[src/rtl/cfgc_pkg.sv]
package cfgc_pkg;
   localparam int DW      = 32;
   localparam int AW      = 7;
   localparam int IDW     = 8;
   localparam int ID_MAX  = 15;
   localparam int ACKW    = ID_MAX + 1;
   localparam int EN_BIT  = 8;

   localparam logic [AW-1:0] A_CMD   = 7'h00;
   localparam logic [AW-1:0] A_SCALE = 7'h10;
   localparam logic [AW-1:0] A_LIMIT = 7'h30;
   localparam logic [AW-1:0] A_LINK  = 7'h40;
   localparam logic [AW-1:0] A_RAMP  = 7'h50;
   localparam logic [AW-1:0] A_UPD   = 7'h60;

   localparam int ID_RAMP  = 2;
   localparam int ID_LINK  = 3;
   localparam int ID_LIMIT = 6;
   localparam int ID_SCALE = 14;

   // word k of the flat staging table: scale words, limit words, link, ramp
   function automatic int word_addr(int k, int sn, int ln);
      if (k < sn)           return int'(A_SCALE) + 4 * k;
      else if (k < sn + ln) return int'(A_LIMIT) + 4 * (k - sn);
      else if (k == sn + ln) return int'(A_LINK);
      else                  return int'(A_RAMP);
   endfunction

   function automatic int word_id(int k, int sn, int ln);
      if (k < sn)           return ID_SCALE - k;
      else if (k < sn + ln) return ID_LIMIT - (k - sn);
      else if (k == sn + ln) return ID_LINK;
      else                  return ID_RAMP;
   endfunction
endpackage

[src/rtl/cfgc_regs.sv]
module cfgc_regs
   import cfgc_pkg::*;
#(
   parameter int SCALE_N  = 8,
   parameter int LIMIT_N  = 3,
   parameter int BUSY_CYC = 2,
   localparam int NW      = SCALE_N + LIMIT_N + 2,
   localparam int BCW     = $clog2(BUSY_CYC + 1)
) (
   input  logic             clk,
   input  logic             rst_n,
   input  logic             wr_i,
   input  logic [AW-1:0]    addr_i,
   input  logic [DW-1:0]    wdata_i,
   input  logic [ACKW-1:0]  ack_i,
   input  logic [IDW-1:0]   upd_id_i,
   input  logic             upd_en_i,
   output logic [NW*DW-1:0] stg_o,
   output logic             busy_o,
   output logic [DW-1:0]    rdata_o
);
   logic [NW-1:0]  hit;
   logic           root_q;
   logic [BCW-1:0] bcnt_q;

   for (genvar k = 0; k < NW; k++) begin : g_word
      localparam logic [AW-1:0] WA = AW'(word_addr(k, SCALE_N, LIMIT_N));
      logic [DW-1:0] word_q;
      assign hit[k] = (addr_i == WA);
      always_ff @(posedge clk or negedge rst_n) begin
         if (!rst_n)              word_q <= '0;
         else if (wr_i && hit[k]) word_q <= wdata_i;
      end
      assign stg_o[k*DW +: DW] = word_q;
   end

   always_ff @(posedge clk or negedge rst_n) begin
      if (!rst_n) begin
         root_q <= 1'b0;
         bcnt_q <= '0;
      end else if (wr_i && addr_i == A_CMD) begin
         root_q <= wdata_i[1];
         bcnt_q <= wdata_i[1] ? BCW'(BUSY_CYC) : '0;
      end else if (bcnt_q != '0) begin
         bcnt_q <= bcnt_q - 1'b1;
      end
   end

   assign busy_o = (bcnt_q != '0);

   always_comb begin
      rdata_o = '0;
      if (addr_i == A_CMD)
         rdata_o = {{(DW-2){1'b0}}, root_q, busy_o};
      else if (addr_i == A_UPD)
         rdata_o = {ack_i, {(DW-ACKW-IDW-1){1'b0}}, upd_en_i, upd_id_i};
      for (int k = 0; k < NW; k++)
         if (hit[k]) rdata_o = stg_o[k*DW +: DW];
   end
endmodule

[src/rtl/cfgc_commit.sv]
module cfgc_commit
   import cfgc_pkg::*;
#(
   parameter int COMMIT_LAT = 4,
   localparam int LCW       = $clog2(COMMIT_LAT + 1),
   localparam int TW        = $clog2(ACKW)
) (
   input  logic            clk,
   input  logic            rst_n,
   input  logic            upd_wr_i,
   input  logic [IDW:0]    wdata_i,
   output logic [IDW-1:0]  id_o,
   output logic            en_o,
   output logic [ACKW-1:0] ack_o,
   output logic            accept_o,
   output logic            fire_o,
   output logic [TW-1:0]   fire_id_o
);
   logic [LCW-1:0] lcnt_q;

   assign accept_o = upd_wr_i && wdata_i[EN_BIT] && (ack_o == '0) &&
                     (lcnt_q == '0) && (wdata_i[IDW-1:0] <= IDW'(ID_MAX));
   assign fire_o   = (lcnt_q == LCW'(1));

   always_ff @(posedge clk or negedge rst_n) begin
      if (!rst_n) begin
         id_o      <= '0;
         en_o      <= 1'b0;
         lcnt_q    <= '0;
         fire_id_o <= '0;
      end else begin
         if (upd_wr_i) begin
            id_o <= wdata_i[IDW-1:0];
            en_o <= wdata_i[EN_BIT];
         end
         if (accept_o) begin
            lcnt_q    <= LCW'(COMMIT_LAT);
            fire_id_o <= wdata_i[TW-1:0];
         end else if (lcnt_q != '0) begin
            lcnt_q <= lcnt_q - 1'b1;
         end
      end
   end

   always_ff @(posedge clk or negedge rst_n) begin
      if (!rst_n)                           ack_o <= '0;
      else if (fire_o)                      ack_o <= ACKW'(1) << fire_id_o;
      else if (upd_wr_i && !wdata_i[EN_BIT]) ack_o <= '0;
   end
endmodule

[src/rtl/cfgc_active.sv]
module cfgc_active
   import cfgc_pkg::*;
#(
   parameter int SCALE_N  = 8,
   parameter int LIMIT_N  = 3,
   localparam int NW      = SCALE_N + LIMIT_N + 2,
   localparam int TW      = $clog2(ACKW)
) (
   input  logic             clk,
   input  logic             rst_n,
   input  logic             fire_i,
   input  logic [TW-1:0]    fire_id_i,
   input  logic [NW*DW-1:0] stg_i,
   output logic [NW*DW-1:0] act_o
);
   for (genvar k = 0; k < NW; k++) begin : g_act
      localparam logic [TW-1:0] WID = TW'(word_id(k, SCALE_N, LIMIT_N));
      always_ff @(posedge clk or negedge rst_n) begin
         if (!rst_n)
            act_o[k*DW +: DW] <= '0;
         else if (fire_i && fire_id_i == WID)
            act_o[k*DW +: DW] <= stg_i[k*DW +: DW];
      end
   end
endmodule

[src/rtl/cfg_commit_ctrl.sv]
module cfg_commit_ctrl
   import cfgc_pkg::*;
#(
   parameter int SCALE_N    = 8,
   parameter int LIMIT_N    = 3,
   parameter int COMMIT_LAT = 4,
   parameter int BUSY_CYC   = 2,
   localparam int NW        = SCALE_N + LIMIT_N + 2,
   localparam int TW        = $clog2(ACKW)
) (
   input  logic                  clk,
   input  logic                  rst_n,
   input  logic                  bus_valid_i,
   input  logic                  bus_write_i,
   input  logic [AW-1:0]         bus_addr_i,
   input  logic [DW-1:0]         bus_wdata_i,
   output logic [DW-1:0]         bus_rdata_o,
   output logic [SCALE_N*DW-1:0] act_scale_o,
   output logic [LIMIT_N*DW-1:0] act_limit_o,
   output logic [DW-1:0]         act_link_o,
   output logic [DW-1:0]         act_ramp_o
);
   if (SCALE_N < 1 || SCALE_N > 8) begin : g_bad_scale
      $error("SCALE_N must fit IDs 14 down to 7 and the window at 0x10");
   end
   if (LIMIT_N < 1 || LIMIT_N > 3) begin : g_bad_limit
      $error("LIMIT_N must fit IDs 6 down to 4");
   end
   if (COMMIT_LAT < 1) begin : g_bad_lat
      $error("COMMIT_LAT must be at least 1");
   end
   if (BUSY_CYC < 1) begin : g_bad_busy
      $error("BUSY_CYC must be at least 1");
   end

   logic             wr;
   logic             cmd_busy;
   logic [ACKW-1:0]  upd_ack;
   logic [IDW-1:0]   upd_id;
   logic             upd_en;
   logic             commit_accept;
   logic             commit_fire;
   logic [TW-1:0]    commit_id;
   logic [NW*DW-1:0] stg_all;
   logic [NW*DW-1:0] act_all;

   assign wr = bus_valid_i && bus_write_i;

   cfgc_regs #(.SCALE_N(SCALE_N), .LIMIT_N(LIMIT_N), .BUSY_CYC(BUSY_CYC)) u_regs (
      .clk(clk), .rst_n(rst_n), .wr_i(wr), .addr_i(bus_addr_i),
      .wdata_i(bus_wdata_i), .ack_i(upd_ack), .upd_id_i(upd_id),
      .upd_en_i(upd_en), .stg_o(stg_all), .busy_o(cmd_busy),
      .rdata_o(bus_rdata_o)
   );

   cfgc_commit #(.COMMIT_LAT(COMMIT_LAT)) u_commit (
      .clk(clk), .rst_n(rst_n), .upd_wr_i(wr && bus_addr_i == A_UPD),
      .wdata_i(bus_wdata_i[IDW:0]), .id_o(upd_id), .en_o(upd_en),
      .ack_o(upd_ack), .accept_o(commit_accept), .fire_o(commit_fire),
      .fire_id_o(commit_id)
   );

   cfgc_active #(.SCALE_N(SCALE_N), .LIMIT_N(LIMIT_N)) u_active (
      .clk(clk), .rst_n(rst_n), .fire_i(commit_fire), .fire_id_i(commit_id),
      .stg_i(stg_all), .act_o(act_all)
   );

   assign act_scale_o = act_all[SCALE_N*DW-1:0];
   assign act_limit_o = act_all[(SCALE_N+LIMIT_N)*DW-1 : SCALE_N*DW];
   assign act_link_o  = act_all[(SCALE_N+LIMIT_N+1)*DW-1 : (SCALE_N+LIMIT_N)*DW];
   assign act_ramp_o  = act_all[NW*DW-1 : (SCALE_N+LIMIT_N+1)*DW];
endmodule

[config.mk]
export PLATFORM = sky130hd
export DESIGN_NAME = cfg_commit_ctrl
export DESIGN_NICKNAME = d
export VERILOG_FILES = /design/src/rtl/cfgc_pkg.sv /design/src/rtl/cfgc_regs.sv /design/src/rtl/cfgc_commit.sv /design/src/rtl/cfgc_active.sv /design/src/rtl/cfg_commit_ctrl.sv
export SDC_FILE = /design/constraint.sdc
export NUM_CORES = 1
export LEC_CHECK = 0
export ABC_CLOCK_PERIOD_IN_PS = 2600
export CORE_AREA = 10 10 267 269
export CTS_BUF_LIST = sky130_fd_sc_hd__clkbuf_8
export DETAILED_ROUTE_END_ITERATION = 10
export DIE_AREA = 0 0 277 279
export PLACE_DENSITY = 0.86
export SYNTH_ARGS = -nofsm -noshare
export SYNTH_HDL_FRONTEND = slang
export SYNTH_HIERARCHICAL = 1
export SYNTH_SLANG_ARGS = --single-unit
[constraint.sdc]
create_clock -name clk -period 2.6 [get_ports clk]
set_input_delay 0.52 -clock clk [delete_from_list [all_inputs] [get_ports clk]]
set_output_delay 0.52 -clock clk [all_outputs]
set_load 0.02 [all_outputs]
After elaboration in Yosys (flattened, before gate mapping) --
Cells that the tools add are included.
Word-level totals: register bits 867, logic and storage cells 130
Cells by class: equality and inequality tests 28, $lt $le $gt $ge 1, shift-type cells 1, multiplexer cells 22, reductions and logical operators 43, add/sub/neg operators 2
Operators by type and width (number):
- 32-bit 2-to-1 mux | 15
- 7-bit by 6-bit == test with 1-bit output, second input constant | 7
- 1-bit logical AND | 34
- 16-bit 2-to-1 mux | 2
- 4-bit == test, second input constant | 7
- 7-bit by 5-bit == test with 1-bit output, second input constant | 4
- 7-bit == test, second input constant | 3
- 4-bit by 3-bit == test with 1-bit output, second input constant | 4
- 16-bit zero test | 1
- 1-bit by 4-bit left shift with 16-bit output, first input constant | 1
- 4-bit by 2-bit == test with 1-bit output, second input constant | 2
- 8-bit by 4-bit less-or-equal comparator with 1-bit output, second input constant | 1
- 2-bit nonzero test | 4
- 7-bit zero test | 1
- 2-bit 2-to-1 mux | 3
- 3-bit 2-to-1 mux | 2
- 3-bit by 1-bit == test with 1-bit output, second input constant | 1
- 3-bit zero test | 1
- 3-bit nonzero test | 1
- 3-bit by 1-bit subtractor with 3-bit output, second input constant | 1
- 2-bit by 1-bit subtractor with 2-bit output, second input constant | 1
- 1-bit zero test | 1

Depth between registers and ports, before layout --
Gate-level depths: netlist of the first run.
depth after elaboration 16, mapped depth 9, mapped depth without buffers 6

Hierarchy --
Netlist of the first run, hierarchy kept.
Modules (own cells, without submodules):
- cfgc_regs | seq. area each 10485.1 µm², times used 1, cells an instance 1603, area an instance 20231.9 µm²
- cfgc_active | seq. area each 10410.0 µm², times used 1, cells an instance 894, area an instance 15598.7 µm²
- cfgc_commit | seq. area each 800.8 µm², times used 1, cells an instance 95, area an instance 1332.5 µm²
- cfg_commit_ctrl | seq. area each 0.0 µm², times used 1, cells an instance 4, area an instance 35.0 µm²

Worst setup path after synthesis of the first run --
OpenSTA, ideal clock, no wires.
path kind input to output, start point in bus_addr_i[6], end point out bus_rdata_o[11], stages 8, data required time 2.080 ns, arrival 2.279 ns, path slack -0.199 ns, cell sequence buf_2 -> or3b_1 -> clkbuf_1 -> nor2_2 -> buf_4 -> a22oi_1 -> o211a_1 -> a211oi_1
Between the ends: word-level cells in the longest chain between the ends 15
RTL lines:
- start: declaration | RTL line cfg_commit_ctrl.sv:15 | input logic [AW-1:0] bus_addr_i,
- 7-bit zero test | RTL line cfgc_regs.sv:53 | if (addr_i == A_CMD)
- 32-bit 2-to-1 mux | RTL line cfgc_regs.sv:53
- 32-bit 2-to-1 mux (12 in series) | RTL line cfgc_regs.sv:58 | if (hit[k]) rdata_o = stg_o[k*DW +: DW];
- 32-bit 2-to-1 mux (*) | RTL line cfgc_regs.sv:58
- end: declaration | RTL line cfg_commit_ctrl.sv:17 | output logic [DW-1:0] bus_rdata_o,
Every way passes the cells marked *; elsewhere a longest branch is shown, timed or not.

Worst setup path in the final report of the first run --
start point in bus_addr_i[2], end point out bus_rdata_o[20]
Between the ends: word-level cells in the longest chain between the ends 16
RTL lines:
- 7-bit == test | RTL line cfgc_regs.sv:55 | else if (addr_i == A_UPD)
- 32-bit 2-to-1 mux | RTL line cfgc_regs.sv:55
- 32-bit 2-to-1 mux | RTL line cfgc_regs.sv:53
- 32-bit 2-to-1 mux (12 in series) | RTL line cfgc_regs.sv:58
- 32-bit 2-to-1 mux (*) | RTL line cfgc_regs.sv:58
Marks and branches as above.

==> results of run 1 <==
flip-flops by register name (all words and copies together) (netlist names):
signal and flops:
u_active/act_o 416, u_regs/g_word.word_q 416, u_commit/ack_o 16, u_commit/id_o 8, u_commit/fire_id_o 4, u_commit/lcnt_q 3
u_regs/bcnt_q 2, u_commit/en_o 1, u_regs/root_q 1
final cells by class:
type                       count  area [um^2]
clock inverter                76          488
timing repair buffer         941         9580
antenna                        1         2.50
clock buffer                 171         2350
tap                          864         1080
inverter                       7         26.3
multi-input combinational   1529        15700
sequential                   867        21700
fill                        3923        14700
worst max-delay path: cells and delay by family:
kind / cells / cell delay, ps
buf+inv: 6 / 900
compound gates: 3 / 580
simple gates: 1 / 540
per-layer routing:
metal | vias up | GRT usage
met5 | - | 0
met4 | 4 | 0.171
met3 | 388 | 0.0982
met2 | 1634 | 0.586
met1 | 14600 | 0.473
li1 | 11300 | -
worst paths after layout:
kind | endpoint | slack, ps | depth (start not counted)
setup / recovery | bus_rdata_o[20] | -480 | 10
hold / removal | u_regs/g_word[7].word_q[10] | 300 | 2
setup reg to reg | u_active/act_o[204] | 60 | 7
hold reg to reg | u_active/act_o[333] | 500 | 1
max in group asynchronous | u_regs/g_word[0].word_q[12] | 1360 | 3
min in group clk | u_regs/bcnt_q[0] | 380 | 5
power groups by stage:
stage	Clock (W)	Sequential (W)	Combinational (W)
floorplan	0	0.0143	0.000925
global placement	0	0.0145	0.00201
detailed placement	0	0.0145	0.00206
CTS	0.0121	0.0142	0.00225
global route	0.0128	0.0143	0.00245
finish	0.0120	0.0143	0.00232
through the flow:
| step | worst slack (ps) | hold WS, ps | setup TNS (ps) | utilization |
|---|---|---|---|---|
| 6_report | -480 | 300 | -10460 | 0.777 |
| 3_5_place_dp | -1360 | 485 | -168460 | 0.700 |
| 4_1_cts | -454 | 283 | -9570 | 0.770 |
| 2_1_floorplan | -13.0 | 224 | -13.0 | - |
| 3_3_place_gp | -1320 | 477 | -166820 | 0.700 |
| 5_1_grt | -503 | 331 | -11220 | 0.777 |
timing repair:
action	4_1_cts	5_1_grt
resized for setup	393	70
setup buffers	65	22
gates cloned	4	0
endpoints found under the setup margin	32	33
hold endpoints to repair	32	0
pin swaps	95	51
hold buffers	1	0
layout by cell type (no fill, tap or decap), types with 19 or more instances in the layout:
cell type and instances:
a21oi_1 36, nand2_1 39, o211ai_1 22, clkbuf_8 171
a22o_1 30, o21ai_0 39, nor2_1 37, buf_4 317
o22ai_1 19, mux2_2 755, nand3_1 21, mux2i_1 49
inv_1 61, dfrtp_1 865, mux2_4 33, buf_12 76
buf_6 84, mux2_1 79, a22oi_2 28, clkdlybuf4s50_1 449
==> qor_table.md, run 1 <==
| Parameter | Reported | Unit |
| --- | --- | --- |
| Ratio of final minimum period to clock period | 1.18 | - |
| Worst VDD drop | 0.601 | mV |
| Number of standard cells in the layout, taps in and fillers out | 4456 | - |
| I/O Buffers | 490 | - |
| Relative area change from synthesis to final layout | 37.0 | % |
| Comb power frac | 0.081 | - |
| Power per Cell Area | 562 | nW/um^2 |
| Transition time of the tightest slew-check pin | 739 | ps |
| Sum of routed wire length over all layers | 146000 | um |
| Metal2 WL | 68400 | um |
| Maximum capacitance violations | 0 | - |
| Most frequent cell on the critical path | buf_4 | - |
| Start point of the critical path | bus_addr_i[2] | - |
| Data arrival time of the critical path | 2560 | ps |
| DRC violations left | 0 | - |
| Total clock sinks | 867 | - |
| First DRT Iteration DRCs | 3015 | - |
| Cell area after synthesis | 37200 | um^2 |
| Setup repair after global routing missed its margin | true | - |
| Worst reg2reg path startpoint | u_commit/lcnt_q[1] | - |
| Cell at the slowest stage of the critical path | or4b_4 | - |
| CTS tree | yes | - |
| Cell breakdown of the critical path | buf_12, or4b_4, buf_12, buf_8, buf_4, o22ai_2, a22o_1, o221ai_4, buf_4, buf_4 | - |
| Run status | finished with violations | - |
| Static leakage | 25.0 | nW |
| Cts bufs inserted | 143 | - |
| Clock edge transition at the registers on the reported setup and hold paths | 60 | ps |
| Worst setup slack after layout | -480 | ps |
| Post-Synthesis Net Count | 2642 | - |
| Via count of the first global-routing pass | 29800 | - |
| Weighted congestion reported at the end of routability-driven placement | 1.01 | - |
| Number of cells after detailed placement | 4122 | - |
| Longest individual stage delay on the worst path | 540 | ps |
| FMAX | 0.325 | GHz |
| Setup violations, final | 32 | - |
| Worst setup SP type | input port | - |
| Path category of the worst min-delay check | input port to async pin | - |
| Int Power | 0.0212 | W |
| H-Tree Level Count | 4 | - |
| Global-route wire length before repair | 211000 | um |
| M1 WL | 56900 | um |
| Clock latency of the later-clocked register in the worst-skew pair | 820 | ps |
| Placeable core area | 65600 | um^2 |
| Area of all placed cells without fillers | 51000 | um^2 |
| Antenna-violating nets left | 0 | - |
| Switching part of the total | 0.258 | - |
| Number of warning messages in the yosys log | 6 | - |
| Instance area after placement | 46000 | um^2 |
| Maximum number of pins on one net before global-route repair | 89 | - |
| Vias per std cell | 6.28 | - |
| Aggregate global routing overflow | 0 | - |
| Die Span Y | 279 | um |
| Worst-case clock skew | 45.8 | ps |
| Critical path type | input port to output pin | - |
| Sequential cell fraction of total power | 0.498 | - |
| Num ports | 491 | - |
| Vias after detailed routing | 28000 | - |
| Buffer cell driving the clock tree root | clkbuf_8 | - |
| Worst setup EP type | output pin | - |
| Crit path time final | 3080 | ps |
| Mapped Avg Cell Area | 14.3 | um^2 |
| Antenna violations before repair | 5 | - |
| Required time reported for the critical path endpoint | 2080 | ps |
| Total Power Consumption | 0.0286 | W |
| Failing checks | negative setup slack | - |
| Count of endpoints failing hold in the final timing report | 0 | - |
| Max-slew violation count | 0 | - |
| Initial Utilization | 0.567 | - |
| Net Sw Power | 0.00738 | W |
| Fraction of layout instances using a drive strength above 1 | 0.476 | - |
| Worst max-slew margin expressed relative to the limit | 0.506 | - |
| Number of standard cells after synthesis | 2595 | - |
| Clock Tree Buf Depth | 3 | - |
| Part of the power in the clock network | 0.421 | - |
| Placement Rows | 94 | - |
| Overall die width | 277 | um |
| Overall die area | 77300 | um^2 |
| Met3 routed wirelength | 13500 | um |
| # nets final | 3536 | - |
| Average wire per standard cell | 32.7 | um |
| Post-detail-place hpwl | 108000 | um |
| CP max FO | 6 | - |
| Top routing layer in use | met5 | - |
| Number of search-and-repair iterations in the first detailed-routing pass | 5 | - |
| Global-route usage over all layers | 0.370 | - |
No activity file was read; power rests on OpenSTA's default activity.
==> run 2, diff against run 1 <==
--- a/config.mk
+++ b/config.mk
@@ -15,3 +15,4 @@
 export SYNTH_HDL_FRONTEND = slang
 export SYNTH_HIERARCHICAL = 1
 export SYNTH_SLANG_ARGS = --single-unit
+export TNS_END_PERCENT = 10
==> run 2 against run 1 <==
Compared with the run above:
- the flow still finishes with violations (negative setup slack)
- combinational power fell by 2%
- wire length rose by 4.4%
- sequential share of layout area grew 0.83 points
- non-clock buffer count fell by 74
- fmax fell by 0.85%
- utilization fell by 1.5 points
- via count grew 1.2%
==> qor_table.md, run 2 (same netlist as run 1, synthesis figures left out) <==
| Parameter | Reported | Unit | vs previous |
| --- | --- | --- | --- |
| Maximum number of pins on one net before global-route repair | 101 | - | +13% |
| Clock latency of the later-clocked register in the worst-skew pair | 800 | ps | -20 ps |
| Fraction of layout instances using a drive strength above 1 | 0.457 | - | -0.0191 |
| Worst-case clock skew | 26.1 | ps | -19.7 ps |
| Path category of the worst min-delay check | input port to async pin | - |  |
| Via count of the first global-routing pass | 29700 | - | -0.26% |
| Initial Utilization | 0.567 | - | unchanged |
| Setup repair after global routing missed its margin | true | - |  |
| Clock Tree Buf Depth | 3 | - | unchanged |
| Sum of routed wire length over all layers | 152000 | um | +4.4% |
| Critical path type | input port to output pin | - |  |
| I/O Buffers | 490 | - | unchanged |
| Most used routing layer | met2 | - |  |
| H-Tree Level Count | 4 | - | unchanged |
| Required time reported for the critical path endpoint | 2080 | ps | about the same |
| # nets final | 3460 | - | -2.1% |
| Global-route usage over all layers | 0.385 | - | +0.0145 |
| Most frequent cell on the critical path | buf_4 | - |  |
| Area taken by multi-input logic gates | 15400 | um^2 | -2.3% |
| Maximum capacitance violations | 0 | - | unchanged |
| Worst setup SP type | input port | - |  |
| Placement Rows | 94 | - | unchanged |
| Overall die area | 77300 | um^2 | unchanged |
| Die Span Y | 279 | um | unchanged |
| Top flop regs | u_active/act_o (416), u_regs/g_word.word_q (416), u_commit/ack_o (16) | - |  |
| Instance area after placement | 45800 | um^2 | -0.43% |
| Run status | finished with violations | - |  |
| Post-detail-place hpwl | 111000 | um | +3.3% |
| Data arrival time of the critical path | 2590 | ps | +30 ps |
| Cts bufs inserted | 141 | - | -1.4% |
| Total Power Consumption | 0.0289 | W | +1.1% |
| Number of buffer and inverter stages on the critical path | 8 | - | +2 |
| Worst setup slack after layout | -506 | ps | -26.4 ps |
| Vias per std cell | 6.46 | - | +2.9% |
| Weighted congestion reported at the end of routability-driven placement | 1.01 | - | -0.33% |
| Static leakage | 24.5 | nW | -2.3% |
| Most common library cell in the layout ignoring fill and taps | dfrtp_1 | - |  |
| CP max FO | 6 | - | unchanged |
| Count of filler cells inserted in the layout | 3944 | - | +0.54% |
| Placeable core area | 65600 | um^2 | unchanged |
| Ratio of final minimum period to clock period | 1.19 | - | +0.0101 |
| Global-route wire length before repair | 217000 | um | +3.1% |
| Reg2Reg Setup Slack | 210 | ps | +150 ps |
| Overall die width | 277 | um | unchanged |
| GR met2 Demand/Resource | 0.591 | - | +0.00485 |
| Aggregate global routing overflow | 0 | - | unchanged |
| Worst max-slew margin expressed relative to the limit | 0.463 | - | -0.0429 |
| FMAX | 0.322 | GHz | -0.85% |
| Max-slew violation count | 0 | - | unchanged |
| Cell breakdown of the critical path | buf_2, buf_6, nor3b_4, buf_6, nand2_1, buf_4, buf_4, buf_4, o22ai_2, a21oi_2, a22oi_2, buf_4, buf_4 | - |  |
| Power per Cell Area | 579 | nW/um^2 | +3.1% |
| Buffer cell driving the clock tree root | clkbuf_8 | - |  |
| Antenna-violating nets left | 0 | - | unchanged |
| Worst setup EP type | output pin | - |  |
| Antenna violations before repair | 5 | - | unchanged |
| Vias after detailed routing | 28300 | - | +1.2% |
| First DRT Iteration DRCs | 3179 | - | +5.4% |
| CTS tree | yes | - |  |
| Commonest cells after routing, fill and taps aside | 866 x dfrtp_1, 757 x mux2_2, 450 x clkdlybuf4s50_1 | - |  |
| Crit path time final | 3110 | ps | +26.4 ps |
| Area of all placed cells without fillers | 50000 | um^2 | -1.9% |
| Setup violations, final | 32 | - | unchanged |
| Relative area change from synthesis to final layout | 34.4 | % |  |
| Average wire per standard cell | 34.8 | um | +6.2% |
| Longest individual stage delay on the worst path | 330 | ps | -210 ps |
| Worst VDD drop | 0.615 | mV | +2.3% |
| Ant. Diodes | 0 | - | -1 |
| Failing checks | negative setup slack | - |  |
| Met1 track demand over resource in global routing | 0.513 | - | +0.0393 |
| Number of search-and-repair iterations in the first detailed-routing pass | 5 | - | unchanged |
| Cell at the slowest stage of the critical path | a22oi_2 | - |  |
| Count of endpoints failing hold in the final timing report | 0 | - | unchanged |
| Gate family responsible for the most delay along the worst path | buffers and inverters | - |  |
| Met3 usage | 0.105 | - | +0.00707 |
| Flip-flop and latch area | 21700 | um^2 | about the same |
| Transition time of the tightest slew-check pin | 803 | ps | +64.1 ps |
| Total clock sinks | 867 | - | unchanged |
| Clock edge transition at the registers on the reported setup and hold paths | 70 | ps | about the same |
| Num ports | 491 | - | unchanged |
| DRC violations left | 0 | - | unchanged |
[run 2: changes by cell type in the layout (fill, tap and decap cells not counted), sizes merged]
| cell | change |
|---|---|
| clkinvlp | +2 |
| diode | -1 |
| clkbuf | +8 |
| dlymetal6s2s | -1 |
| inv | -25 |
| clkinv | +14 |
| buf | -74 |
| clkdlybuf4s50 | +1 |
[run 2: area by class of cell]
class | instances | share of cell area
clock buffers | 179 | 0.0493
clock inverters | 67 | 0.00971
inverters | 7 | 0.000526
multi-input cells | 1529 | 0.308
flip-flops and latches | 867 | 0.434
well taps | 864 | 0.0216
repair buffers | 867 | 0.177
[run 2: through the flow]
| stage | instances | utilization | setup TNS (ps) | hold slack, ps | setup WS (ps) |
|---|---|---|---|---|---|
| after floorplan | 2595 | - | -1540 | 224 | -109 |
| after global placement | 4110 | 0.697 | -186090 | 485 | -1560 |
| after detailed placement | 4110 | 0.697 | -191890 | 485 | -1510 |
| after CTS | 4378 | 0.758 | -11430 | 269 | -580 |
| after global routing | 4380 | 0.762 | -12580 | 308 | -525 |
| final | 4380 | 0.762 | -11780 | 296 | -506 |
[run 2: final timing paths]
check	from	endpoint	cells past startpoint
worst max register to register	u_commit/ack_o[1]	u_commit/fire_id_o[1]	6
max in group asynchronous	rst_n	u_regs/g_word[8].word_q[13]	3
min in group clk	bus_addr_i[5]	u_regs/bcnt_q[0]	5
worst min-delay path	rst_n	u_active/act_o[289]	2
worst max-delay path	bus_addr_i[6]	bus_rdata_o[26]	13
worst min register to register	u_active/act_o[67]	u_active/act_o[67]	1
[run 2: power by group]
part           internal, W  switching (W)  leakage [nW]  total, W
clock              0.00665        0.00574          1.64    0.0124
combinational     0.000937        0.00134          10.8   0.00228
sequential          0.0139       0.000410          12.0    0.0143
[run 2: what timing repair did]
item,CTS,global route
hold buffers,1,0
pin swaps,68,24
setup endpoints to repair,33,32
endpoints found under the hold margin,34,0
cloned,2,0
gates resized for setup,329,52
buffers inserted,23,2
[run 2: routing by layer]
metal,part of all wire,wire length [um]
met5,0.00018,27
met4,0.041,6300
met3,0.10,15300
met2,0.46,69800
met1,0.40,60800
